**src/rtl/updn_cnt_pkg.sv**
```systemverilog
package updn_cnt_pkg;
  typedef enum logic [1:0] {
    SEL_PRE  = 2'd0,
    SEL_CNT  = 2'd1,
    SEL_CAP  = 2'd2,
    SEL_NONE = 2'd3
  } reg_sel_e;
endpackage

```
**src/rtl/updn_fall_det.sv**
```systemverilog
module updn_fall_det #(
  parameter int N = 2
) (
  input  logic         clk,
  input  logic         rst,
  input  logic [N-1:0] pin_n_i,
  output logic [N-1:0] fall_o
);
  logic [N-1:0] prev_q;

  always_ff @(posedge clk) begin
    if (rst) prev_q <= '1;
    else     prev_q <= pin_n_i;
  end

  assign fall_o = prev_q & ~pin_n_i;
endmodule

```
**src/rtl/updn_cnt_unit.sv**
```systemverilog
module updn_cnt_unit #(
  parameter int W = 16
) (
  input  logic         clk,
  input  logic         rst,
  input  logic         aclr_i,
  input  logic         clr_i,
  input  logic         ld_i,
  input  logic         lt_i,
  input  logic         up_i,
  input  logic         dn_i,
  input  logic         pre_we_i,
  input  logic [W-1:0] pre_d_i,
  output logic [W-1:0] cnt_o,
  output logic [W-1:0] pre_o,
  output logic [W-1:0] lat_o,
  output logic         cy_next_o,
  output logic         bw_next_o,
  output logic         cy_o,
  output logic         bw_o
);
  localparam logic [W-1:0] TOP = '1;

  logic [W-1:0] cnt_q, pre_q, lat_q;
  logic         inc, dec;

  assign inc = up_i & ~dn_i & ~ld_i & ~clr_i;
  assign dec = dn_i & ~up_i & ~ld_i & ~clr_i;
  assign cy_next_o = inc & (cnt_q == TOP);
  assign bw_next_o = dec & (cnt_q == '0);

  always_ff @(posedge clk or posedge aclr_i) begin
    if (aclr_i)             cnt_q <= '0;
    else if (rst || clr_i)  cnt_q <= '0;
    else if (ld_i)          cnt_q <= pre_q;
    else if (inc)           cnt_q <= cnt_q + 1'b1;
    else if (dec)           cnt_q <= cnt_q - 1'b1;
  end

  always_ff @(posedge clk) begin
    if (rst) begin
      pre_q <= '0;
      lat_q <= '0;
      cy_o  <= 1'b0;
      bw_o  <= 1'b0;
    end else begin
      if (pre_we_i) pre_q <= pre_d_i;
      if (lt_i)     lat_q <= cnt_q;
      cy_o <= cy_next_o;
      bw_o <= bw_next_o;
    end
  end

  assign cnt_o = cnt_q;
  assign pre_o = pre_q;
  assign lat_o = lat_q;


  up_step_chk: assert property (@(posedge clk) disable iff (rst || aclr_i)
    (up_i && !dn_i && !ld_i && !clr_i) |=> cnt_q == W'($past(cnt_q) + 1'b1));

  load_chk: assert property (@(posedge clk) disable iff (rst || aclr_i)
    (ld_i && !clr_i) |=> cnt_q == $past(pre_q));

  capture_chk: assert property (@(posedge clk) disable iff (rst)
    lt_i |=> lat_q == $past(cnt_q));

  sync_clear_chk: assert property (@(posedge clk) disable iff (rst)
    clr_i |=> cnt_q == '0);

  carry_wrap_chk: assert property (@(posedge clk) disable iff (rst || aclr_i)
    cy_o |-> (cnt_q == '0 && !bw_o));

  borrow_wrap_chk: assert property (@(posedge clk) disable iff (rst || aclr_i)
    bw_o |-> cnt_q == TOP);
endmodule

```
**src/rtl/updn_cascade_counter.sv**
```systemverilog
module updn_cascade_counter
  import updn_cnt_pkg::*;
#(
  parameter int W = 16
) (
  input  logic           clk,
  input  logic           rst,
  input  logic           cascade_i,
  input  logic           aclr_mode_i,
  input  logic [1:0]     up_i,
  input  logic [1:0]     dn_i,
  input  logic [1:0]     clr_i,
  input  logic [1:0]     ld_n_i,
  input  logic [1:0]     lt_n_i,
  input  logic           wr_i,
  input  logic [2:0]     addr_i,
  input  logic [W-1:0]   wdata_i,
  output logic [W-1:0]   rdata_o,
  output logic [2*W-1:0] count_o,
  output logic [1:0]     carry_o,
  output logic [1:0]     borrow_o
);
  logic [1:0] ld_fall, lt_fall;
  logic       cy_lo, bw_lo, cy_hi, bw_hi;
  logic       hi_up, hi_dn, hi_clr, hi_ld, hi_lt;
  logic       acl_lo, acl_hi, we_lo, we_hi;
  logic [W-1:0] cnt_lo, cnt_hi, pre_lo, pre_hi, lat_lo, lat_hi;
  logic [W-1:0] rd_q, rd_cnt, rd_pre, rd_lat;
  reg_sel_e   sel;

  updn_fall_det #(.N(2)) u_ld_det (.clk(clk), .rst(rst), .pin_n_i(ld_n_i), .fall_o(ld_fall));
  updn_fall_det #(.N(2)) u_lt_det (.clk(clk), .rst(rst), .pin_n_i(lt_n_i), .fall_o(lt_fall));

  assign hi_up  = cascade_i ? cy_lo      : up_i[1];
  assign hi_dn  = cascade_i ? bw_lo      : dn_i[1];
  assign hi_clr = cascade_i ? clr_i[0]   : clr_i[1];
  assign hi_ld  = cascade_i ? ld_fall[0] : ld_fall[1];
  assign hi_lt  = cascade_i ? lt_fall[0] : lt_fall[1];
  assign acl_lo = aclr_mode_i & clr_i[0];
  assign acl_hi = aclr_mode_i & hi_clr;

  assign sel   = reg_sel_e'(addr_i[1:0]);
  assign we_lo = wr_i && (sel == SEL_PRE) && !addr_i[2];
  assign we_hi = wr_i && (sel == SEL_PRE) &&  addr_i[2];

  updn_cnt_unit #(.W(W)) u_lo (
    .clk(clk), .rst(rst), .aclr_i(acl_lo), .clr_i(clr_i[0]),
    .ld_i(ld_fall[0]), .lt_i(lt_fall[0]), .up_i(up_i[0]), .dn_i(dn_i[0]),
    .pre_we_i(we_lo), .pre_d_i(wdata_i),
    .cnt_o(cnt_lo), .pre_o(pre_lo), .lat_o(lat_lo),
    .cy_next_o(cy_lo), .bw_next_o(bw_lo), .cy_o(carry_o[0]), .bw_o(borrow_o[0])
  );

  updn_cnt_unit #(.W(W)) u_hi (
    .clk(clk), .rst(rst), .aclr_i(acl_hi), .clr_i(hi_clr),
    .ld_i(hi_ld), .lt_i(hi_lt), .up_i(hi_up), .dn_i(hi_dn),
    .pre_we_i(we_hi), .pre_d_i(wdata_i),
    .cnt_o(cnt_hi), .pre_o(pre_hi), .lat_o(lat_hi),
    .cy_next_o(cy_hi), .bw_next_o(bw_hi), .cy_o(carry_o[1]), .bw_o(borrow_o[1])
  );

  assign rd_cnt = addr_i[2] ? cnt_hi : cnt_lo;
  assign rd_pre = addr_i[2] ? pre_hi : pre_lo;
  assign rd_lat = addr_i[2] ? lat_hi : lat_lo;

  always_ff @(posedge clk) begin
    if (rst) rd_q <= '0;
    else begin
      unique case (sel)
        SEL_PRE: rd_q <= rd_pre;
        SEL_CNT: rd_q <= rd_cnt;
        SEL_CAP: rd_q <= rd_lat;
        default: rd_q <= '0;
      endcase
    end
  end

  assign rdata_o = rd_q;
  assign count_o = {cnt_hi, cnt_lo};


  casc_step_chk: assert property (@(posedge clk) disable iff (rst || acl_hi)
    (cascade_i && cy_lo && !hi_ld && !hi_clr) |=> cnt_hi == W'($past(cnt_hi) + 1'b1));

  casc_load_chk: assert property (@(posedge clk) disable iff (rst || acl_lo)
    (cascade_i && ld_fall[0] && !clr_i[0]) |=> count_o == $past({pre_hi, pre_lo}));

  write_only_pre_chk: assert property (@(posedge clk) disable iff (rst)
    (sel != SEL_PRE) |=> (pre_lo == $past(pre_lo) && pre_hi == $past(pre_hi)));
endmodule

```
**config.mk**
```make
export PLATFORM = sky130hd
export DESIGN_NAME = updn_cascade_counter
export DESIGN_NICKNAME = d
export VERILOG_FILES = /design/src/rtl/updn_cnt_pkg.sv /design/src/rtl/updn_fall_det.sv /design/src/rtl/updn_cnt_unit.sv /design/src/rtl/updn_cascade_counter.sv
export SDC_FILE = /design/constraint.sdc
export NUM_CORES = 1
export LEC_CHECK = 0
export ABC_AREA = 1
export BUFFER_PORTS_ARGS = -buffer_cell sky130_fd_sc_hd__buf_2
export CORE_AREA = 10 10 165 167
export DETAILED_ROUTE_END_ITERATION = 7
export DIE_AREA = 0 0 175 177
export SKIP_LAST_GASP = 1
export SYNTH_ARGS = -nofsm -noshare
export SYNTH_HDL_FRONTEND = slang
export SYNTH_SLANG_ARGS = --single-unit
```
**constraint.sdc**
```tcl
create_clock -name clk -period 2.5 [get_ports clk]
set_input_delay 0.125 -clock clk [delete_from_list [all_inputs] [get_ports clk]]
set_output_delay 0.125 -clock clk [all_outputs]
set_load 0.01 [all_outputs]
```
==> impl_metrics.csv, run 1 <==
group,metric,value,unit
finish,multi_input_area,4551,sq um
critical_path,crit_chain,"nand2_1 > nor2_2 > nand2_2 > nor2_4 > nand3_2 > nand2_4 > nand3_4 > buf_12 > ha_4 > nand2_4 > nor2_2 > buf_4 > nand3_1 > nand4_1 > nand3_1 > o21ai_1 > nand3_1 > o21ai_2",
synth,yosys_most_used_dff,"dfxtp_1",
critical_path,reg2reg_from,"u_lo.cnt_o[3]",
placement,gp_congestion,0.8849,
finish,utilization,43.23,%
finish,fin_area,10360,sq um
timing,rsz0062_at_grt,"yes",
power,ir_drop,0.0004982,V
power,pwr_density_cell,757.0,nW/um^2
global_route,grt_use_total,16.23,%
critical_path,crit_slowest_cell,"dfrtp_1",
finish,drive_gt1_share,35.89,%
synth,synth_edf_count,0,
synth,yosysSeqAreaShare,36.27,%
cts,clk_latency,0.43,ns
critical_path,r2r_cells,18,
hold_path,hold_class,"input pin to asynchronous set/reset pin",
timing,hold_ws,-0.007468,ns
synth,ys.warnings.count,0,
route,first_pass_iters,5,
floorplan,die_w,175,um
critical_path,crit_start,"u_lo.cnt_o[3]",
global_route,antenna_found_initial,0,
synth,synth_xor_area_share,1.364,%
status,status,"finished, violations left",
synth,synth_cell_type_count,43,
timing,finalCriticalPeriod,2.800,ns
synth,avgSynthCellArea,7.080,sq um
timing,finClkSkew,0.01122,ns
timing,drv_slew,0,
status,violations,"negative hold slack, negative setup slack",
critical_path,max_stage_delay,0.37,ns
finish,finalNonFillerCells,1550,
synth,ys_seq_elements,120,
power,power.total,7.841,mW
synth,synth-async-reset-ratio,26.67,%
cts,clk_pin_slew_worst_paths,0.06,ns
route,drt_iter0_drc,573,
critical_path,critPathRequiredTime,2.86,ns
synth,synth_area,7066,sq um
route,drtAntennaViolNets,0,
finish,areaGrowthSynthToFinish,46.61,%
synth,synth_top_family_by_area,"compound AO/OA/AOI/OAI gates",
finish,seqCellArea,2569,sq um
finish,nets,1279,
floorplan,ios,86,
timing,hold_viol_final,8,
floorplan,initial_core_util,29.49,%
cts,cts_tree,"done",
global_route,grt_max_degree,69,
cts,numCtsBuffers,17,
critical_path,crit_top_cell,"nand3_1",
synth,synth_compound_area_share,26.44,%
placement,place_hpwl,18190,um
timing,fin_crit_sh,112.0,%
finish,nFillCells,2424,
route,post_drt_wl_per_cell,16.99,um
finish,antenna_cells,0,
placement,place_area,8553,sq um
timing,worst_pin_slew,0.8357,ns
critical_path,rrSetupSlack,-0.30,ns
critical_path,crit_type,"flop to flop",
floorplan,die_area,30980,sq um
placement,io_buffers,85,
global_route,grt_pass1_vias,7368,
route,num_vias,7688,
global_route,grt_pass1_wl,39970,um
timing,setup_viol,13,
critical_path,end_kind,"flop",
synth,yosys.area_share.simple,20.26,%
cts,clock_sinks,120,
placement,place_inst,1469,
cts,cts_root_buf,"clkbuf_16",
power,power.leakage,4.785,nW
synth,syn-num-nets,1063,
cts,clockBufferDepth,2,
synth,synth.area.mux_share,0,%
cts,ctsHtreeMaxLevel,4,
critical_path,worstPathArrival,3.15,ns
floorplan,rows,57,
critical_path,critPathMaxFanout,5,
timing,layout_setup_ws,-0.2996,ns
job,maxCapViolCount,0,
floorplan,die_h,177,um
route,avgViaCountPerCell,4.960,
timing,max_slew_margin,44.22,%
route,finalWirelength,26340,um
critical_path,start_kind,"flop",
route,drc_errors,0,
synth,synthAdderAreaFrac,5.702,%
synth,synth_cells,998,
timing,fmax,357.2,MHz
global_route,overflow,0,
floorplan,core,23960,sq um
critical_path,r2r_end,"u_hi.cnt_o[11]",
==> metrics by stage <==
stage          worst slack [ns]  setup TNS, ns
4_1_cts                 -0.2114         -2.538
2_1_floorplan          -0.01331       -0.01505
5_1_grt                 -0.4219         -4.505
3_3_place_gp            -0.3230         -2.230
6_report                -0.2996         -2.385
3_5_place_dp            -0.3805         -3.119
==> worst max path at each step <==
stage | slack, ns | endpoint
after floorplan | -0.01 | u_hi.cnt_o[12]
after global placement | -0.32 | u_hi.cnt_o[15]
after detailed placement | -0.38 | u_hi.cnt_o[15]
after CTS | -0.21 | u_hi.cnt_o[11]
after global routing | -0.42 | u_hi.cnt_o[10]
final | -0.30 | u_hi.cnt_o[11]
==> Yosys cell counts, types with 5 or more instances <==
library cell  number  area share, %
o21ai_1            7           0.50
nor4_1             5           0.44
inv_1            125            6.6
clkbuf_1          39            2.1
xor2_1             9            1.1
o21ai_2            9            1.1
nand3_1           52            3.7
nand4_1            7           0.62
dfxtp_1           88             25
dfrtp_1           32             11
nand2_1          156            8.3
nor2_1            64            3.4
nor3_1            11           0.78
inv_2              6           0.32
a21oi_1          131            9.3
nand3_2            7           0.99
o21ai_0          148             10
o22ai_2            6            1.1
ha_1              29            5.1
o211ai_1          17            1.8
==> area by class of cell <==
cell class              count  share of cell area, %
well taps                 324                  3.914
repair buffers            244                  16.54
clock buffers              19                  4.385
multi-input cells         700                  43.93
flip-flops and latches    120                  24.80
clock inverters            12                  1.655
inverters                 131                  4.783
==> state kept, by name, indices dropped and copies added (netlist names), 2 cells and up <==
register and flops:
rdata_o 16, u_lo.lat_o 16, u_lt_det.prev_q 2, u_hi.pre_o 16, u_lo.pre_o 16, u_hi.lat_o 16, u_ld_det.prev_q 2, u_hi.cnt_o 16
u_lo.cnt_o 16
==> power by group <==
group	leakage, nW	switching (mW)	internal, mW
Sequential	1.15	0.165	2.07
Combinational	3.33	1.64	1.29
Clock	0.308	0.967	1.72
Total	4.79	2.77	5.07
==> per-layer routing <==
metal	global-route usage [%]	share of wire [%]	routed length (um)
met5	0	0	0
met3	2.880	4.2	1097
met1	19.47	43	11330
met4	8.442	4.0	1061
met2	27.31	49	12850
==> cells in the final DEF (no fill, tap or decap), types with 4 or more instances in the layout <==
| cell | instances |
|---|---|
| buf_2 | 85 |
| o21ai_2 | 16 |
| a21oi_1 | 117 |
| nor2_1 | 47 |
| nand3_2 | 25 |
| ha_1 | 7 |
| nand2_4 | 8 |
| o22ai_2 | 7 |
| nand2_1 | 132 |
| dfrtp_2 | 4 |
| inv_2 | 8 |
| nor2_2 | 15 |
| buf_4 | 139 |
| a21o_1 | 4 |
| o21ai_0 | 126 |
| nor3_2 | 4 |
| xor2_1 | 9 |
| dfrtp_1 | 28 |
| dlygate4sd3_1 | 6 |
| o211ai_1 | 17 |
| nor2_4 | 6 |
| bufinv_16 | 4 |
| nand3_4 | 6 |
| inv_1 | 122 |
| ha_4 | 21 |
| clkinv_2 | 4 |
| o21ai_1 | 21 |
| nand3_1 | 31 |
| nor3_1 | 7 |
| a21oi_2 | 11 |
| nand4_1 | 7 |
| clkbuf_16 | 18 |
| buf_6 | 11 |
| dfxtp_1 | 87 |
| nand2_2 | 21 |
==> critical path, delay by kind of cell (launching register included) <==
family | cells | cell delay [ns]
buffers and inverters | 2 | 0.34
adders and majority gates | 1 | 0.33
DFF | 1 | 0.37
and+or+nand+nor | 13 | 1.47
AOI/OAI and AO/OA | 2 | 0.21
==> cell families (layout without fill, tap and decap cells) <==
family / count (synthesis) / after routing
DFF: 120 / 120
AOI/OAI and AO/OA: 338 / 338
buffers and inverters: 179 / 406
adders and majority gates: 31 / 31
xor gates and xnor gates: 11 / 11
and+or+nand+nor: 319 / 320
==> timing repair <==
action | 4_1_cts | 5_1_grt
endpoints found under the setup margin | 18 | 28
endpoints found under the hold margin | 39 | 0
hold buffers | 6 | 0
gates resized for setup | 65 | 108
pin swaps | 27 | 57
buffers inserted | 30 | 18
gates cloned | 1 | 0
Power figures use the tool's default switching activity.
==> run 2, diff against run 1 <==
--- a/config.mk
+++ b/config.mk
@@ -7,10 +7,11 @@
 export LEC_CHECK = 0
 export ABC_AREA = 1
 export BUFFER_PORTS_ARGS = -buffer_cell sky130_fd_sc_hd__buf_2
-export CORE_AREA = 10 10 165 167
+export CORE_AREA = 10 10 173 175
 export DETAILED_ROUTE_END_ITERATION = 7
-export DIE_AREA = 0 0 175 177
+export DIE_AREA = 0 0 183 185
 export SKIP_LAST_GASP = 1
 export SYNTH_ARGS = -nofsm -noshare
 export SYNTH_HDL_FRONTEND = slang
+export SYNTH_HIERARCHICAL = 1
 export SYNTH_SLANG_ARGS = --single-unit
==> constraint.sdc (replaced) <==
create_clock -name clk -period 2.5 [get_ports clk]
set_input_delay 0.125 -clock clk [delete_from_list [all_inputs] [get_ports clk]]
set_output_delay 0.125 -clock clk [all_outputs]
set_load 0.005 [all_outputs]
==> run 2 against run 1 <==
Compared with the run above:
- the flow finishes with violations (negative setup slack)
- sequential share of layout area decreased by 1.4 points
- synthesized cell count rose by 27%
- design area is 5.8% higher
- total power down 6.7%
- synthesized area increased by 10%
- routed wire length grew 8.0%
- largest cell class unchanged
==> impl_metrics.csv, run 2 <==
group,metric,value,unit
status,status,"finished, violations left",
status,violations,"negative setup slack",
power,pwr_density_cell,667.2,nW/um^2
critical_path,critPathRequiredTime,2.86,ns
cts,clock_sinks,120,
power,internal_power,4.712,mW
timing,fin_crit_sh,114.8,%
route,num_vias,8661,
finish,nets,1542,
power,pwr-share-clk,33.5,%
synth,ys.warnings.count,6,
finish,layout_commonest_cell,"nand2_1",
timing,fmax,348.4,MHz
cts,clk_pin_slew_worst_paths,0.05,ns
finish,utilization,41.25,%
timing,max_slew_margin,48.64,%
placement,gp_congestion,0.9069,
finish,areaGrowthSynthToFinish,40.54,%
finish,most-common-layout-cells,"nand2_1 (445), inv_1 (194), buf_4 (109), dfxtp_1 (88), nand3_1 (87)",
power,pwr-share-seq,29.3,%
hold_path,hold_class,"input pin to asynchronous set/reset pin",
timing,setup_viol,14,
cts,ctsHtreeMaxLevel,4,
timing,worst_pin_slew,0.7695,ns
power,combPwrFrac,37.2,%
cts,clk_latency,0.42,ns
power,power_switching,2.602,mW
global_route,antenna_found_initial,0,
timing,finalCriticalPeriod,2.870,ns
route,drc_errors,0,
route,avgViaCountPerCell,4.743,
critical_path,start_kind,"flop",
global_route,grt_use_total,16.55,%
cts,numCtsBuffers,17,
power,p_sw_share,35.58,%
floorplan,rows,60,
power,power.leakage,5.631,nW
critical_path,end_kind,"flop",
cts,clockBufferDepth,2,
floorplan,die_area,33860,sq um
synth,synth_area,7800,sq um
floorplan,die_h,185,um
critical_path,worstPathArrival,3.23,ns
timing,drv_slew,0,
route,drt_iter0_drc,624,
timing,finClkSkew,0.008395,ns
floorplan,ios,86,
global_route,grt_pass1_vias,8202,
placement,io_buffers,85,
critical_path,critPathMaxFanout,8,
cts,cts_root_buf,"clkbuf_16",
route,drtAntennaViolNets,0,
timing,hold_ws,0.01585,ns
power,ir_drop,0.0003388,V
synth,avgSynthCellArea,6.147,sq um
critical_path,crit_type,"flop to flop",
synth,synth_cells,1269,
floorplan,core,26580,sq um
route,first_pass_iters,5,
route,finalWirelength,28440,um
finish,antenna_cells,0,
finish,drive_gt1_share,26.67,%
synth,syn-num-nets,1339,
cts,cts_tree,"done",
placement,place_hpwl,21470,um
floorplan,die_w,183,um
job,maxCapViolCount,0,
timing,hold_viol_final,0,
route,post_drt_wl_per_cell,15.57,um
floorplan,initial_core_util,29.35,%
timing,layout_setup_ws,-0.3704,ns
timing,rsz0062_at_grt,"yes",
global_route,overflow,0,
global_route,grt_max_degree,49,
global_route,grt_pass1_wl,44180,um
## run 2: per-stage QoR
stage | power, mW | instance area [sq um] | std cells | worst slack (ns) | TNS, ns
4_1_cts | 7.040 | 10530 | 1812 | -0.2828 | -3.145
3_3_place_gp | 4.358 | 9432 | 1753 | -0.4203 | -4.743
3_5_place_dp | 4.387 | 9432 | 1753 | -0.5330 | -5.815
5_1_grt | 7.774 | 10960 | 1826 | -0.5305 | -6.715
2_1_floorplan | 3.567 | 8035 | 1269 | -0.1012 | -0.6566
6_report | 7.314 | 10960 | 1826 | -0.3704 | -4.039
## run 2: final timing paths
kind                                 from        endpoint  slack, ns  cells after the start
max in group asynchronous     aclr_mode_i  u_hi/cnt_o[10]       1.53                      4
max                         u_lo/cnt_o[4]  u_hi/cnt_o[15]      -0.37                     22
min reg2reg                u_lo/lat_o[14]  u_lo/lat_o[14]       0.46                      2
min                              clr_i[1]   u_hi/cnt_o[1]       0.02                      4
min in group clk              wdata_i[13]  u_lo/pre_o[13]       0.03                      3
max reg2reg                 u_lo/cnt_o[4]  u_hi/cnt_o[15]      -0.37                     22
## run 2: layout make-up
class                      count  area, sq um
tap                          341        426.7
fill                        2816        15610
sequential                   120         2562
clock inverter                 9        88.84
clock buffer                  23        509.2
timing repair buffer         227         1628
inverter                     223        850.8
multi-input combinational    883         4896
## run 2: what timing repair did
item                                    CTS  global route
hold buffers                             17             0
pin swaps                                31            57
endpoints found under the hold margin    60             0
buffers inserted                          9            14
gates cloned                              1             0
gates resized for setup                  65            85
endpoints found under the setup margin   16            21
## run 2: power by group through the flow
| stage | Sequential, mW | Combinational (mW) | Clock (mW) |
|---|---|---|---|
| after detailed placement | 2.18 | 2.21 | 0 |
| after CTS | 2.14 | 2.41 | 2.49 |
| after floorplan | 2.19 | 1.37 | 0 |
| after global placement | 2.18 | 2.18 | 0 |
| after global routing | 2.16 | 3.03 | 2.59 |
| final | 2.14 | 2.72 | 2.45 |
## run 2: worst max-delay path: stages, from the launching register on
cell	delay, ns
dfrtp_1	0.35
inv_2	0.06
nor4_4	0.32
nand3_2	0.16
nor2_4	0.17
nand2_2	0.07
nand2_2	0.06
inv_2	0.05
nor2_4	0.16
nand2_8	0.13
buf_6	0.15
ha_4	0.30
nand2_4	0.07
buf_6	0.12
nor2_4	0.09
nand3_4	0.08
nand2_4	0.11
nand2_2	0.08
nand2_2	0.07
nand2_2	0.05
nand3_2	0.06
nand2_1	0.05
nand2_1	0.05
## run 2: routing by layer
metal | GRT usage [%] | vias up | routed length, um
met1 | 22.24 | 4063 | 13410
met3 | 3.487 | 27 | 1540
li1 | - | 4326 | -
met5 | 0 | - | 0
met2 | 26.23 | 245 | 13020
met4 | 4.426 | 0 | 467
==> run 3, diff against run 2 <==
--- a/config.mk
+++ b/config.mk
@@ -7,11 +7,12 @@
 export LEC_CHECK = 0
 export ABC_AREA = 1
 export BUFFER_PORTS_ARGS = -buffer_cell sky130_fd_sc_hd__buf_2
-export CORE_AREA = 10 10 173 175
+export CORE_AREA = 10 10 148 204
 export DETAILED_ROUTE_END_ITERATION = 7
-export DIE_AREA = 0 0 183 185
+export DIE_AREA = 0 0 158 214
 export SKIP_LAST_GASP = 1
 export SYNTH_ARGS = -nofsm -noshare
 export SYNTH_HDL_FRONTEND = slang
 export SYNTH_HIERARCHICAL = 1
 export SYNTH_SLANG_ARGS = --single-unit
+export TNS_END_PERCENT = 10
==> constraint.sdc (replaced) <==
create_clock -name clk -period 2.5 [get_ports clk]
set_input_delay 0.75 -clock clk [delete_from_list [all_inputs] [get_ports clk]]
set_output_delay 0.75 -clock clk [all_outputs]
set_load 0.005 [all_outputs]
==> run 3 against run 2 <==
Compared with the run above:
- the flow still finishes with violations (negative setup slack)
- clock skew about the same
- sequential power about the same
- clock power grew 8%
- final cell count down 2.4%
- critical path type unchanged
- largest cell class unchanged
==> impl_metrics.csv, run 3 (synthesis results as in run 2) <==
group,metric,value,unit
route,drtAntennaViolNets,0,
critical_path,crit_slowest_cell,"dfrtp_1",
floorplan,rows,71,
cts,numCtsBuffers,17,
timing,layout_setup_ws,-0.3057,ns
job,maxCapViolCount,0,
finish,fin_area,10310,sq um
timing,fmax,356.4,MHz
timing,finalCriticalPeriod,2.806,ns
power,power.leakage,5.412,nW
timing,setup_viol,15,
route,finalWirelength,27210,um
placement,io_buffers,85,
placement,gp_congestion,0.9512,
finish,nFillCells,2839,
status,violations,"negative setup slack",
critical_path,critPathMaxFanout,5,
route,drt_iter0_drc,601,
power,p_sw_share,33.14,%
cts,clk_pin_slew_worst_paths,0.06,ns
floorplan,die_w,158,um
power,pwr_density_cell,684.1,nW/um^2
timing,hold_viol_final,0,
cts,hold_buffers,0,
hold_path,hold_class,"flop to flop",
cts,ctsHtreeMaxLevel,4,
critical_path,end_kind,"flop",
placement,dp_slack,-0.7994,ns
power,combPwrFrac,31.7,%
timing,max_slew_margin,52.05,%
power,pwr-share-clk,37.4,%
floorplan,die_area,33810,sq um
cts,clock_sinks,120,
timing,hold_ws,0.4591,ns
cts,clk_latency,0.42,ns
global_route,grt_use_total,16.32,%
power,pwr-share-seq,30.8,%
floorplan,ios,86,
route,avgViaCountPerCell,4.563,
route,post_drt_wl_per_cell,15.26,um
power,power_switching,2.338,mW
finish,drive_gt1_share,21.24,%
critical_path,crit_chain,"inv_2 > buf_4 > nand4_1 > nor3_1 > nand3_1 > inv_1 > nand2_1 > nand2_2 > nor2_4 > buf_12 > nand2_8 > inv_2 > fa_2 > inv_2 > nand3_2 > nand3_2 > a21oi_2 > or2_2 > nand3_1 > nand2_1 > nand2_1",
placement,place_hpwl,21300,um
cts,cts_root_buf,"clkbuf_16",
timing,rsz0062_at_grt,"yes",
finish,antenna_cells,0,
critical_path,cp_num_buf_inv,6,
floorplan,core,26560,sq um
route,first_pass_iters,5,
critical_path,worstPathArrival,3.16,ns
global_route,antenna_found_initial,0,
floorplan,die_h,214,um
global_route,overflow,0,
cts,clockBufferDepth,2,
finish,layout_commonest_cell,"nand2_1",
timing,setup_tns,-3.274,ns
route,drc_errors,0,
power,power.total,7.055,mW
timing,fin_crit_sh,112.2,%
timing,drv_slew,0,
critical_path,max_stage_delay,0.40,ns
power,ir_drop,0.0004160,V
timing,worst_pin_slew,0.7185,ns
placement,place_area,9450,sq um
finish,most-common-layout-cells,"nand2_1 (479), inv_1 (206), buf_4 (104), nand3_1 (99), dfxtp_1 (88)",
finish,areaGrowthSynthToFinish,32.21,%
critical_path,crit_type,"flop to flop",
floorplan,initial_core_util,29.37,%
global_route,grt_pass1_vias,8316,
global_route,grt_max_degree,41,
power,internal_power,4.717,mW
finish,nets,1512,
timing,finClkSkew,0.008636,ns
global_route,grt_pass1_wl,43640,um
status,status,"finished, violations left",
route,num_vias,8136,
critical_path,start_kind,"flop",
critical_path,critPathRequiredTime,2.86,ns
critical_path,cp_top_family,"simple AND/OR/NAND/NOR gates",
cts,cts_tree,"done",
-- run 3: cell count changes in the layout (fill, tap and decap cells not counted), sizes merged --
cell         delta
clkinvlp        -3
clkinv          -1
bufinv          +3
dlygate4sd3    -17
buf            -16
nand2           +3
clkbuf          +1
-- run 3: repair_timing --
action                                 4_1_cts  5_1_grt
endpoints found under the hold margin        0        0
setup endpoints to repair                   15       22
cloned                                       3        0
pin swaps                                   15        0
resized for setup                           33        3
setup buffers                                6        0
-- run 3: layer usage --
metal	global-route usage, %	vias up	routed length, um
met3	1.686	51	657
met5	0	-	0
met1	17.10	3668	10680
li1	-	4263	-
met4	9.536	0	1448
met2	30.29	154	14430
-- run 3: through the flow --
| step | utilization [%] | std cells |
|---|---|---|
| floorplan | - | 1269 |
| global placement | 35.58 | 1742 |
| detailed placement | 35.58 | 1742 |
| CTS | 38.78 | 1783 |
| global route | 38.82 | 1783 |
| finish | 38.82 | 1783 |
-- run 3: power by group through the flow --
stage                     combinational [mW]  sequential [mW]  clock (mW)
after floorplan                         1.37             2.19           0
after global placement                  2.10             2.21           0
after detailed placement                2.12             2.21           0
after CTS                               2.24             2.18        2.68
after global routing                    2.54             2.19        2.76
final                                   2.24             2.17        2.64
-- run 3: worst min-delay path: cells and delay by family (launching register included) --
family          cells  cell delay, ns
compound gates      1            0.05
flops               1            0.30
simple gates        1            0.06
-- run 3: layout make-up --
cell class                 instances  area, sq um  share of cell area [%]
clock buffer                      24        491.7                   4.768
clock inverter                     8        142.6                   1.383
inverter                         223        842.1                   8.165
multi-input combinational        886         4574                   44.36
sequential                       120         2562                   24.85
tap                              328        410.4                   3.980
timing repair buffer             194         1289                   12.50
-- run 3: final timing paths --
kind                                      from        endpoint  slack (ns)  depth (start not counted)
worst max-delay path             u_lo/cnt_o[4]   u_hi/cnt_o[8]       -0.31                         21
worst min-delay path            u_hi/lat_o[14]  u_hi/lat_o[14]        0.46                          2
worst max register to register   u_lo/cnt_o[4]   u_hi/cnt_o[8]       -0.31                         21
worst min register to register  u_hi/lat_o[14]  u_hi/lat_o[14]        0.46                          2
max in group asynchronous             clr_i[0]  u_hi/cnt_o[11]        1.26                          5
min in group asynchronous          aclr_mode_i   u_lo/cnt_o[0]        0.54                          4
